File: src/rtl/wpd_pkg.sv
package wpd_pkg;

    localparam int unsigned WPD_ADDR_BYTES = 6;
    localparam int unsigned WPD_SYNC_LEN   = 6;
    localparam int unsigned WPD_REPS       = 16;

    typedef enum logic [1:0] {
        SEQ_SYNC = 2'd0,
        SEQ_ADDR = 2'd1,
        SEQ_DONE = 2'd2
    } seq_phase_e;

    typedef struct packed {
        logic       vld;
        logic       sof;
        logic       eof;
        logic [7:0] data;
    } rx_byte_t;

    function automatic logic [7:0] addr_byte(input logic [47:0] addr, input int unsigned idx);
        return addr[8*idx +: 8];
    endfunction

endpackage

File: src/rtl/wpd_addr_filter.sv
module wpd_addr_filter
    import wpd_pkg::*;
#(
    parameter int unsigned ADDR_BYTES = WPD_ADDR_BYTES
) (
    input  logic                    clk,
    input  logic                    rst,
    input  rx_byte_t                rx,
    input  logic                    abort,
    input  logic [8*ADDR_BYTES-1:0] station_addr,
    output logic                    payload_vld,
    output logic                    da_match
);
    localparam int unsigned IDX_W = $clog2(ADDR_BYTES + 1);
    localparam logic [IDX_W-1:0] DA_LEN = IDX_W'(ADDR_BYTES);

    logic             in_frame;
    logic [IDX_W-1:0] idx;
    logic             da_ok;
    logic [IDX_W-1:0] sel;
    logic             byte_eq;
    logic             start;

    assign start   = rx.vld && rx.sof;
    assign sel     = (idx == DA_LEN) ? '0 : idx;
    assign byte_eq = (rx.data == station_addr[8*sel +: 8]);

    always_ff @(posedge clk) begin
        if (rst) begin
            in_frame <= 1'b0;
            idx      <= '0;
            da_ok    <= 1'b0;
        end else if (abort) begin
            in_frame <= 1'b0;
        end else if (start) begin
            in_frame <= !rx.eof;
            idx      <= IDX_W'(1);
            da_ok    <= (rx.data == station_addr[7:0]);
        end else if (rx.vld && in_frame) begin
            if (idx != DA_LEN) begin
                idx   <= idx + IDX_W'(1);
                da_ok <= da_ok && byte_eq;
            end
            if (rx.eof) in_frame <= 1'b0;
        end
    end

    assign payload_vld = rx.vld && !rx.sof && in_frame && (idx == DA_LEN) && !abort;
    assign da_match    = da_ok;

    assert_sof_opens_R10: assert property (@(posedge clk) disable iff (rst)
        (start && !rx.eof && !abort) |=> in_frame);

    assert_abort_closes_R8: assert property (@(posedge clk) disable iff (rst)
        abort |=> !payload_vld);

endmodule

File: src/rtl/wpd_pattern_seq.sv
module wpd_pattern_seq
    import wpd_pkg::*;
#(
    parameter int unsigned ADDR_BYTES = WPD_ADDR_BYTES,
    parameter int unsigned SYNC_LEN   = WPD_SYNC_LEN,
    parameter int unsigned REPS       = WPD_REPS
) (
    input  logic                    clk,
    input  logic                    rst,
    input  logic                    restart,
    input  logic                    scan_vld,
    input  logic [7:0]              scan_byte,
    input  logic [8*ADDR_BYTES-1:0] station_addr,
    output logic                    hit_next
);
    localparam int unsigned CNT_W     = $clog2(SYNC_LEN + 1);
    localparam int unsigned REP_BYTES = REPS * ADDR_BYTES;
    localparam int unsigned REP_W     = $clog2(REP_BYTES + 1);
    localparam int unsigned POS_W     = (ADDR_BYTES > 1) ? $clog2(ADDR_BYTES) : 1;
    localparam logic [CNT_W-1:0] SYNC_FULL = CNT_W'(SYNC_LEN);
    localparam logic [REP_W-1:0] REP_LAST  = REP_W'(REP_BYTES - 1);
    localparam logic [POS_W-1:0] POS_LAST  = POS_W'(ADDR_BYTES - 1);

    seq_phase_e       phase, phase_n;
    logic [CNT_W-1:0] ff_cnt, ff_cnt_n;
    logic [REP_W-1:0] rep, rep_n;
    logic [POS_W-1:0] pos, pos_n;
    logic             is_ff;
    logic [7:0]       want;

    assign is_ff = (scan_byte == 8'hFF);
    assign want  = station_addr[8*pos +: 8];

    always_comb begin
        phase_n  = phase;
        ff_cnt_n = ff_cnt;
        rep_n    = rep;
        pos_n    = pos;
        if (restart) begin
            phase_n  = SEQ_SYNC;
            ff_cnt_n = '0;
            rep_n    = '0;
            pos_n    = '0;
        end else if (scan_vld) begin
            unique case (phase)
                SEQ_SYNC: begin
                    if (ff_cnt == SYNC_FULL && scan_byte == addr_byte(station_addr, 0)) begin
                        phase_n = SEQ_ADDR;
                        rep_n   = REP_W'(1);
                        pos_n   = (POS_LAST == '0) ? '0 : POS_W'(1);
                    end else if (is_ff) begin
                        ff_cnt_n = (ff_cnt == SYNC_FULL) ? ff_cnt : ff_cnt + CNT_W'(1);
                    end else begin
                        ff_cnt_n = '0;
                    end
                end
                SEQ_ADDR: begin
                    if (scan_byte == want) begin
                        rep_n = rep + REP_W'(1);
                        pos_n = (pos == POS_LAST) ? '0 : pos + POS_W'(1);
                        if (rep == REP_LAST) phase_n = SEQ_DONE;
                    end else begin
                        phase_n  = SEQ_SYNC;
                        ff_cnt_n = is_ff ? CNT_W'(1) : '0;
                        rep_n    = '0;
                        pos_n    = '0;
                    end
                end
                default: ;
            endcase
        end
    end

    always_ff @(posedge clk) begin
        if (rst) begin
            phase  <= SEQ_SYNC;
            ff_cnt <= '0;
            rep    <= '0;
            pos    <= '0;
        end else begin
            phase  <= phase_n;
            ff_cnt <= ff_cnt_n;
            rep    <= rep_n;
            pos    <= pos_n;
        end
    end

    assign hit_next = (phase_n == SEQ_DONE);

    assert_rearm_clears_R10: assert property (@(posedge clk) disable iff (rst)
        restart |=> (phase == SEQ_SYNC && ff_cnt == '0));

    assert_done_from_byte_R4: assert property (@(posedge clk) disable iff (rst)
        (phase != SEQ_DONE && !restart) |=> (phase != SEQ_DONE || $past(scan_vld)));

endmodule

File: src/rtl/wake_pkt_detect.sv
module wake_pkt_detect
    import wpd_pkg::*;
#(
    parameter int unsigned ADDR_BYTES = WPD_ADDR_BYTES,
    parameter int unsigned SYNC_LEN   = WPD_SYNC_LEN,
    parameter int unsigned REPS       = WPD_REPS
) (
    input  logic                    clk,
    input  logic                    rst,
    input  logic                    byte_vld,
    input  logic                    byte_sof,
    input  logic                    byte_eof,
    input  logic [7:0]              byte_data,
    input  logic                    frame_abort,
    input  logic [8*ADDR_BYTES-1:0] station_addr,
    input  logic                    relax_a,
    input  logic                    relax_b,
    output logic                    wake_pulse
);
    rx_byte_t rx;
    logic     payload_vld;
    logic     da_match;
    logic     hit_next;
    logic     restart;
    logic     relaxed;
    logic     report_d;

    assign rx      = '{vld: byte_vld, sof: byte_sof, eof: byte_eof, data: byte_data};
    assign restart = (byte_vld && byte_sof) || frame_abort;
    assign relaxed = relax_a || relax_b;

    wpd_addr_filter #(.ADDR_BYTES(ADDR_BYTES)) u_filter (
        .clk          (clk),
        .rst          (rst),
        .rx           (rx),
        .abort        (frame_abort),
        .station_addr (station_addr),
        .payload_vld  (payload_vld),
        .da_match     (da_match)
    );

    wpd_pattern_seq #(
        .ADDR_BYTES (ADDR_BYTES),
        .SYNC_LEN   (SYNC_LEN),
        .REPS       (REPS)
    ) u_seq (
        .clk          (clk),
        .rst          (rst),
        .restart      (restart),
        .scan_vld     (payload_vld),
        .scan_byte    (byte_data),
        .station_addr (station_addr),
        .hit_next     (hit_next)
    );

    assign report_d = payload_vld && byte_eof && (relaxed || da_match) && hit_next;

    always_ff @(posedge clk) begin
        if (rst) wake_pulse <= 1'b0;
        else     wake_pulse <= report_d;
    end

    assert_reset_quiet_R1: assert property (@(posedge clk)
        $past(rst) |-> !wake_pulse);

    assert_pulse_single_R8: assert property (@(posedge clk) disable iff (rst)
        wake_pulse |=> !wake_pulse);

    assert_pulse_after_end_R8: assert property (@(posedge clk) disable iff (rst)
        $rose(wake_pulse) |-> $past(byte_vld && byte_eof && !frame_abort));

endmodule

File: config.mk
export PLATFORM = sky130hd
export DESIGN_NAME = wake_pkt_detect
export DESIGN_NICKNAME = d
export VERILOG_FILES = /design/src/rtl/wpd_pkg.sv /design/src/rtl/wpd_addr_filter.sv /design/src/rtl/wpd_pattern_seq.sv /design/src/rtl/wake_pkt_detect.sv
export SDC_FILE = /design/constraint.sdc
export NUM_CORES = 1
export LEC_CHECK = 0
export ABC_AREA = 1
export BUFFER_PORTS_ARGS = -buffer_cell sky130_fd_sc_hd__buf_2
export CORE_MARGIN = 2
export CORE_UTILIZATION = 25
export DETAILED_ROUTE_END_ITERATION = 10
export PLACE_DENSITY = 0.53
export SETUP_SLACK_MARGIN = 0.02
export SLEW_MARGIN = 25
export SYNTH_ARGS = -nofsm -noshare
export SYNTH_HDL_FRONTEND = slang
export SYNTH_SLANG_ARGS = --single-unit
File: constraint.sdc
create_clock -name clk -period 3.5 [get_ports clk]
set_input_delay 0.175 -clock clk [delete_from_list [all_inputs] [get_ports clk]]
set_output_delay 0.175 -clock clk [all_outputs]
set_load 0.005 [all_outputs]
Word level (Yosys, flattened, before mapping)
Cells that the tools add are included.
{"block": "op_classes", "addsub": 4, "n_eq_ne": 15, "n_shift": 2, "muxes": 29, "n_bitwise": 1, "n_reduce_logical": 28}
{"op": "$shiftx 48x7->8", "n": 2}
{"op": "$mux 3", "n": 11}
{"op": "$eq 8x8->1", "n": 3}
{"op": "$mux 7", "n": 2}
{"op": "$pmux 7 s2", "n": 1}
{"op": "$pmux 3 s2", "n": 2}
{"op": "$logic_and 1x1->1", "n": 11}
{"op": "$mux 2", "n": 5}
{"op": "$add 3x1->3 const B", "n": 3}
{"op": "$eq 3x3->1 const B", "n": 3}
{"op": "$eq 8x8->1 const B", "n": 1}
{"op": "$reduce_bool 2->1", "n": 4}
{"op": "$add 7x1->7 const B", "n": 1}
{"op": "$eq 7x7->1 const B", "n": 1}
{"op": "$mux 1", "n": 7}
{"op": "$ne 3x3->1 const B", "n": 2}
{"op": "$reduce_and 3->1", "n": 2}
{"op": "$reduce_and 5->1", "n": 1}
{"op": "$ne 2x2->1 const B", "n": 2}
{"op": "$pmux 2 s2", "n": 1}
{"op": "$reduce_or 2->1", "n": 2}
{"op": "$logic_not 1->1", "n": 3}
{"op": "$logic_or 1x1->1", "n": 3}
{"op": "$eq 2x1->1 const B", "n": 1}
{"op": "5 further kinds", "n": 5}
{"block": "word_totals", "register_bits": 21, "input_bits": 64, "word_cells": 87}

Depth between registers and ports, before layout
Gate-level depths: netlist of run 1.
{"block": "depth", "word_depth": 9, "depth_mapped": 18, "ltp_nobuf": 17}

Cells and area by module
Synthesis of run 1 repeated with hierarchy kept, for this count alone.
{"block": "unflattened", "hier_cells": 553, "area_unflattened_um2": 2981.6}
{"mod": "wpd_pattern_seq", "n_inst": 1, "cells_each": 321, "area_per_inst_um2": 1760.4, "seq_area_each_um2": 300.3}
{"mod": "wpd_addr_filter", "n_inst": 1, "cells_each": 220, "area_per_inst_um2": 1153.6, "seq_area_each_um2": 100.1}
{"mod": "wake_pkt_detect", "n_inst": 1, "cells_each": 12, "area_per_inst_um2": 67.6, "seq_area_each_um2": 20.0}

Least setup slack after synthesis of run 1
No wires, ideal clock.
{"block": "synth_path", "path_kind": "register -> register", "start": "register u_filter.idx[0]", "end": "register u_filter.da_ok, in the netlist u_filter.da_match", "setup_ps": 70, "arrival_ps": 1983, "required_ps": 3430, "path_slack_ps": 1447, "stages_incl_launch_ff": 18, "cell_sequence": "dfxtp_1 > buf_2 > inv_1 > ha_1 > nand2_2 > nand2_4 > inv_1 > buf_2 > nand2_1 > o211ai_1 > nand2_1 > nand2_1 > nand2_1 > nor2_1 > nand2_1 > nor2_1 > nand2_1 > a21oi_1"}
{"block": "synth_between", "elab_chain_cells": 8}
{"element": "start: declaration", "line": "wpd_addr_filter.sv:18", "text": "logic [IDX_W-1:0] idx;"}
{"element": "start signal: assignment", "line": "wpd_addr_filter.sv:41", "text": "idx <= idx + IDX_W'(1);"}
{"element": "$eq 3x3->1", "line": "wpd_addr_filter.sv:25", "text": "assign sel = (idx == DA_LEN) ? '0 : idx;"}
{"element": "$mux 3", "line": "wpd_addr_filter.sv:25"}
{"element": "$shiftx 48x7->8", "line": "wpd_addr_filter.sv:26", "text": "assign byte_eq = (rx.data == station_addr[8*sel +: 8]);"}
{"element": "$eq 8x8->1", "line": "wpd_addr_filter.sv:26"}
{"element": "$logic_and 1x1->1", "line": "wpd_addr_filter.sv:42", "text": "da_ok <= da_ok && byte_eq;"}
{"element": "$mux 1", "line": "wpd_addr_filter.sv:40", "text": "if (idx != DA_LEN) begin"}
{"element": "$mux 1", "line": "wpd_addr_filter.sv:39", "text": "end else if (rx.vld && in_frame) begin"}
{"element": "$mux 1", "line": "wpd_addr_filter.sv:35", "text": "end else if (start) begin"}
{"element": "end signal: assignment", "line": "wpd_addr_filter.sv:38", "text": "da_ok <= (rx.data == station_addr[7:0]);"}
{"element": "end signal: assignment", "line": "wpd_addr_filter.sv:42"}
{"element": "end: declaration", "line": "wpd_addr_filter.sv:19", "text": "logic da_ok;"}
Several ways; a longest one is shown, not always the timed one. The select of a mux whose other input is x is not followed.
A chain may end at the register's enable or synchronous reset.

Worst setup path in the final report of run 1
{"block": "layout_path", "start": "register u_filter.idx[1]", "end": "register u_filter.da_ok, in the netlist u_filter.da_match"}
The elaborated chain is that of the path after synthesis.

==> results_dict.tcl, run 1 <==
set metrics [dict create \
    status "complete, no violations" \
    mostFrequentLayoutCells "nand2_1, buf_2, inv_1" \
    wl_per_cell_um 12.6 \
    multi_input_area_mm2 0.00184 \
    yosys_register_bits 21 \
    power_leakage_nw 1.66 \
    power.total_uw 607 \
    yosysWarnings 0 \
    path_clk_slew_ps 90 \
    insertedDiodeCount 0 \
    grt_max_degree 29 \
    ys_seq_area_share_pct 16.2 \
    syn_to_final_growth_pct 19.1 \
    drt_iter0_markers 179 \
    post_cts_buffers 0 \
    maxSlewViolCount 0 \
    dieWidth_um 106 \
    vias 3198 \
    wirelength_um 8600 \
    crit_path_start_kind "register" \
    crit_path_start "u_filter.idx[1]" \
    fmax_mhz 403 \
    synth_area_mm2 0.00259 \
    num-fill-cells 1206 \
    drv_cap 0 \
    drive_above_1_share_pct 16.4 \
    cp.arrival_ps 2690 \
    dieHeight_um 106 \
    p_int_uw 394 \
    overflow 0 \
    dp_hpwl_um 6900 \
    clockBufferDepth 2 \
    end_kind "register" \
    synth.avg_cell_area_um2 5.33 \
    clock-root-buffer "clkbuf_8" \
    nets 618 \
    ys_async_sr_fraction_pct 0 \
    setup-violations-final 0 \
    ant_nets 0 \
    cts.htree.levels 1 \
    setup_tns_ps 0 \
    initial_utilization_pct 25.4 \
    clock-sinks 21 \
    grt_pass1_wl_um 13900 \
    drt-pass1-iter-count 5 \
    synth_cell_types 32 \
    drc_errors 0 \
    p_per_area_mw_per_mm2 197 \
    antenna_found_initial 0 \
    p_sw_share_pct 35.0 \
    hold_viol 0 \
    gr-usage-all-layers_pct 15.2 \
    fin_skew_ps 3.47 \
    die_area_mm2 0.0112 \
    hp-class "in2reg" \
    floorplan.rows 37 \
    vias_per_cell 4.68 \
    hold_buffers 0 \
    worstPathMaxFanout 28 \
    ir_drop_uv 158 \
    cts_buffers 3 \
    p_comb_share_pct 32.0 \
    port_buffers 64 \
    seq_area_um2 420 \
    worst_pin_slew_ps 507 \
    synth_edf_count 0 \
    switching_power_uw 212 \
    slew_headroom_pct 66.1 \
    layout_commonest_cell "nand2_1" \
    power_frac_clock_pct 27.9 \
    ctsResizeCount 0 \
    core_area_mm2 0.0102 \
    required_ps 3710 \
    hold_start "frame_abort" \
    ios 65 \
    fin_crit_sh_pct 70.9 \
    period_needed_ps 2480 \
    syn_inst 486 \
    place_congestion 0.894 \
    crit_type "reg2reg" \
    syn-num-nets 555 \
    synth_flop_cell "dfxtp_1" \
    reg2reg_from "u_filter.idx[1]" \
    clkLatencyLatePin_ps 270 \
    p_seq_share_pct 40.1 \
    grt_pass1_vias 2971 \
    grt_setup_unrepaired "false" \
    cts_tree "done" \
]
[power by group through the flow]
stage / clock network (mW) / logic [mW] / registers, mW
2_1_floorplan: 0 / 0.112 / 0.248
6_report: 0.170 / 0.194 / 0.243
4_1_cts: 0.172 / 0.193 / 0.243
3_5_place_dp: 0 / 0.192 / 0.249
3_3_place_gp: 0 / 0.192 / 0.249
5_1_grt: 0.182 / 0.221 / 0.243
[cell families after synthesis]
group | after synthesis | synth area share [%]
simple gates | 309 | 50.1
flops | 21 | 16.2
fa+ha+maj | 5 | 2.42
compound gates | 64 | 15.0
buf+inv | 76 | 12.5
xor+xnor | 11 | 3.72
[registers in the layout, summed over array words and instances, names as in the netlist]
| signal | cells |
|---|---|
| u_seq.rep | 7 |
| u_filter.idx | 3 |
| u_seq.ff_cnt | 3 |
| u_seq.pos | 3 |
| u_seq.phase | 2 |
| u_filter.da_match | 1 |
| u_filter.in_frame | 1 |
| wake_pulse | 1 |
[cells in the mapped netlist, types with 5 or more instances]
cell	count	share of area, %
ha_1	5	2.4
buf_2	6	1.2
dfxtp_1	21	16
nor3_1	5	0.97
o21ai_0	19	3.7
o211ai_1	17	4.9
xor2_1	11	3.7
nand2_1	203	29
a21oi_1	19	3.7
nor2_1	37	5.4
nand3_1	44	8.5
inv_1	61	8.8
[layer usage]
metal  wire [µm]  up-vias  global-route usage [%]
li1            -     1664                       -
met1        4000     1422                    20.2
met2        3970       96                    26.0
met3         474       16                    1.67
met4         156        0                    4.23
met5           0        -                       0
[final cells by class]
class	instances	area share (%)
timing repair buffer	68	11.4
inverter	66	8.19
clock buffer	3	1.34
sequential	21	13.6
multi-input combinational	389	59.8
clock inverter	1	0.162
tap	136	5.52
[path summary, 6_finish.rpt]
kind                       endpoint  slack, ps  cells after the start
hold reg to reg        u_seq.rep[5]        490                      2
hold / removal    u_filter.in_frame        130                      2
setup / recovery  u_filter.da_match       1020                     13
setup reg to reg  u_filter.da_match       1020                     13
[per-stage QoR]
step	cell area (µm²)	cells	utilization [%]	worst slack [ps]	hold slack, ps
after global placement	3040	680	29.8	1090	413
after detailed placement	3040	680	29.8	1060	414
after CTS	3080	684	30.3	1040	127
after floorplan	2590	486	-	1450	247
after global routing	3080	684	30.3	753	136
final	3080	684	30.3	1020	128
[worst max-delay path: stages (launching register included)]
cell,delay (ps)
dfxtp_1,440
ha_1,270
nand2_2,140
nand2_4,260
inv_1,300
o21ai_0,300
o21ai_0,110
nand2_1,80
nand3_1,70
nand2_1,70
nand2_1,70
nor2_1,100
nand2_1,70
a21oi_1,110
Power figures use the tool's default switching activity.
==> inputs of run 2 (changes only) <==
==> constraint.sdc (replaced) <==
create_clock -name clk -period 2.4 [get_ports clk]
set_input_delay 0.12 -clock clk [delete_from_list [all_inputs] [get_ports clk]]
set_output_delay 0.12 -clock clk [all_outputs]
set_load 0.005 [all_outputs]
==> run 2 against run 1 <==
Net effect: power up 44%; non-clock buffer count rose by 9; clock skew hardly changed; final area increased by 3.3%; combinational power up 46%; maximum frequency is 16% higher; global-route usage grew 0.44 points; setup slack lost 750 ps; via count barely moved; largest cell class unchanged.
==> results_dict.tcl, run 2 (synthesis results as in run 1) <==
set metrics [dict create \
    status "complete, no violations" \
    grt_pass1_vias 3001 \
    clkLatencyLatePin_ps 260 \
    clock-sinks 21 \
    vias 3196 \
    setup-violations-final 0 \
    wirelength_um 8540 \
    end_kind "register" \
    crit_path_max_incr_delay_ps 420 \
    overflow 0 \
    fin_area_mm2 0.00319 \
    cts.htree.levels 1 \
    ir_drop_uv 167 \
    slowest_stage "dfxtp_1" \
    fin_crit_sh_pct 88.8 \
    syn_to_final_growth_pct 23.1 \
    fin_skew_ps 3.15 \
    core_area_mm2 0.0102 \
    drt_iter0_markers 186 \
    path_common_cell "nand2_1" \
    clockBufferDepth 2 \
    drt-pass1-iter-count 4 \
    required_ps 2600 \
    largest-register "u_seq.rep" \
    grt_setup_unrepaired "false" \
    crit_type "reg2reg" \
    path_clk_slew_ps 80 \
    cts_buffers 3 \
    p_comb_share_pct 32.4 \
    p_per_area_mw_per_mm2 275 \
    port_buffers 64 \
    ios 65 \
    seq_area_um2 420 \
    grt_max_degree 24 \
    initial_utilization_pct 25.4 \
    wl_per_cell_um 12.3 \
    maxSlewViolCount 0 \
    holdWs_ps 82.7 \
    drv_cap 0 \
    floorplan.rows 37 \
    dp_hpwl_um 6920 \
    hold_buffers 0 \
    drc_errors 0 \
    antenna_found_initial 0 \
    insertedDiodeCount 0 \
    period_needed_ps 2130 \
    vias_per_cell 4.61 \
    worstPathMaxFanout 14 \
    dieHeight_um 106 \
    multi_input_area_mm2 0.00185 \
    power_frac_clock_pct 27.1 \
    dieWidth_um 106 \
    gr-usage-all-layers_pct 15.6 \
    clock-root-buffer "clkbuf_8" \
    p_int_uw 579 \
    hp-class "in2reg" \
    place_congestion 0.868 \
    p_sw_share_pct 34.0 \
    p_seq_share_pct 40.5 \
    cp.arrival_ps 2330 \
    final_core_util_pct 31.3 \
    crit_chain "ha_1 > nand2_2 > nand2_4 > clkinvlp_4 > o211ai_1 > nand2_1 > nand2_1 > nand2_1 > nor2_1 > nand2_1 > nor2_1 > nand2_1 > a21oi_1" \
    power_leakage_nw 1.71 \
    die_area_mm2 0.0112 \
    num-fill-cells 1189 \
    grt_pass1_wl_um 14300 \
    switching_power_uw 298 \
    fmax_mhz 469 \
    slew_headroom_pct 66.9 \
    ant_nets 0 \
    hold_viol 0 \
    drive_above_1_share_pct 18.0 \
    critical-path-top-delay-family "simple AND/OR/NAND/NOR gates" \
    cts_tree "done" \
    crit_path_start_kind "register" \
    critPathBufInv 1 \
    layout_commonest_cell "nand2_1" \
    worst_pin_slew_ps 491 \
    post_cts_buffers 0 \
    largest_reg_flops 7 \
    place_area_mm2 0.00313 \
    setup_tns_ps 0 \
    mostFrequentLayoutCells "nand2_1, buf_2, inv_1" \
    power.total_uw 876 \
    nets 627 \
]
run 2: cell type report:
| cell class | instances | area share (%) |
|---|---|---|
| inverters | 66 | 8.05 |
| repair buffers | 77 | 13.9 |
| flip-flops and latches | 21 | 13.2 |
| clock buffers | 3 | 1.30 |
| clock inverters | 1 | 0.157 |
| well taps | 136 | 5.34 |
| multi-input cells | 389 | 58.1 |
run 2: per-layer routing:
metal  routed length, µm  GRT usage [%]  up-vias  share of wire (%)
li1                    -              -     1687                  -
met2                3830           25.9       90                 45
met1                4070           21.8     1404                 48
met4                 158           3.76        0                1.8
met3                 476           1.48       15                5.6
met5                   0              0        -                  0
run 2: final timing paths:
path                        start           endpoint  slack [ps]  depth (start not counted)
setup reg to reg  u_filter.idx[1]  u_filter.da_match         270                         13
setup / recovery  u_filter.idx[1]  u_filter.da_match         270                         13
hold / removal                rst     u_seq.phase[0]          80                          2
hold reg to reg      u_seq.rep[5]       u_seq.rep[5]         480                          2
run 2: timing repair:
action	in CTS	in global routing
endpoints found under the hold margin	0	0
resized for setup	0	2
setup endpoints to repair	0	2
run 2: worst register-to-register path: stages, from the launching register on:
cell and delay [ps]:
dfxtp_1 420, ha_1 260, nand2_2 140, nand2_4 110, clkinvlp_4 220, o211ai_1 300, nand2_1 80, nand2_1 60
nand2_1 40, nor2_1 90, nand2_1 50, nor2_1 100, nand2_1 80, a21oi_1 120
run 2: power groups by stage:
stage	combinational, mW	clock (mW)	sequential [mW]
after floorplan	0.163	0	0.362
after global placement	0.281	0	0.362
after detailed placement	0.282	0	0.363
after CTS	0.284	0.247	0.354
after global routing	0.327	0.258	0.355
final	0.284	0.238	0.354
run 2: per-stage QoR:
stage	instances	setup WS (ps)
2_1_floorplan	486	347
3_3_place_gp	689	278
3_5_place_dp	689	258
4_1_cts	693	234
5_1_grt	693	1.70
6_report	693	269
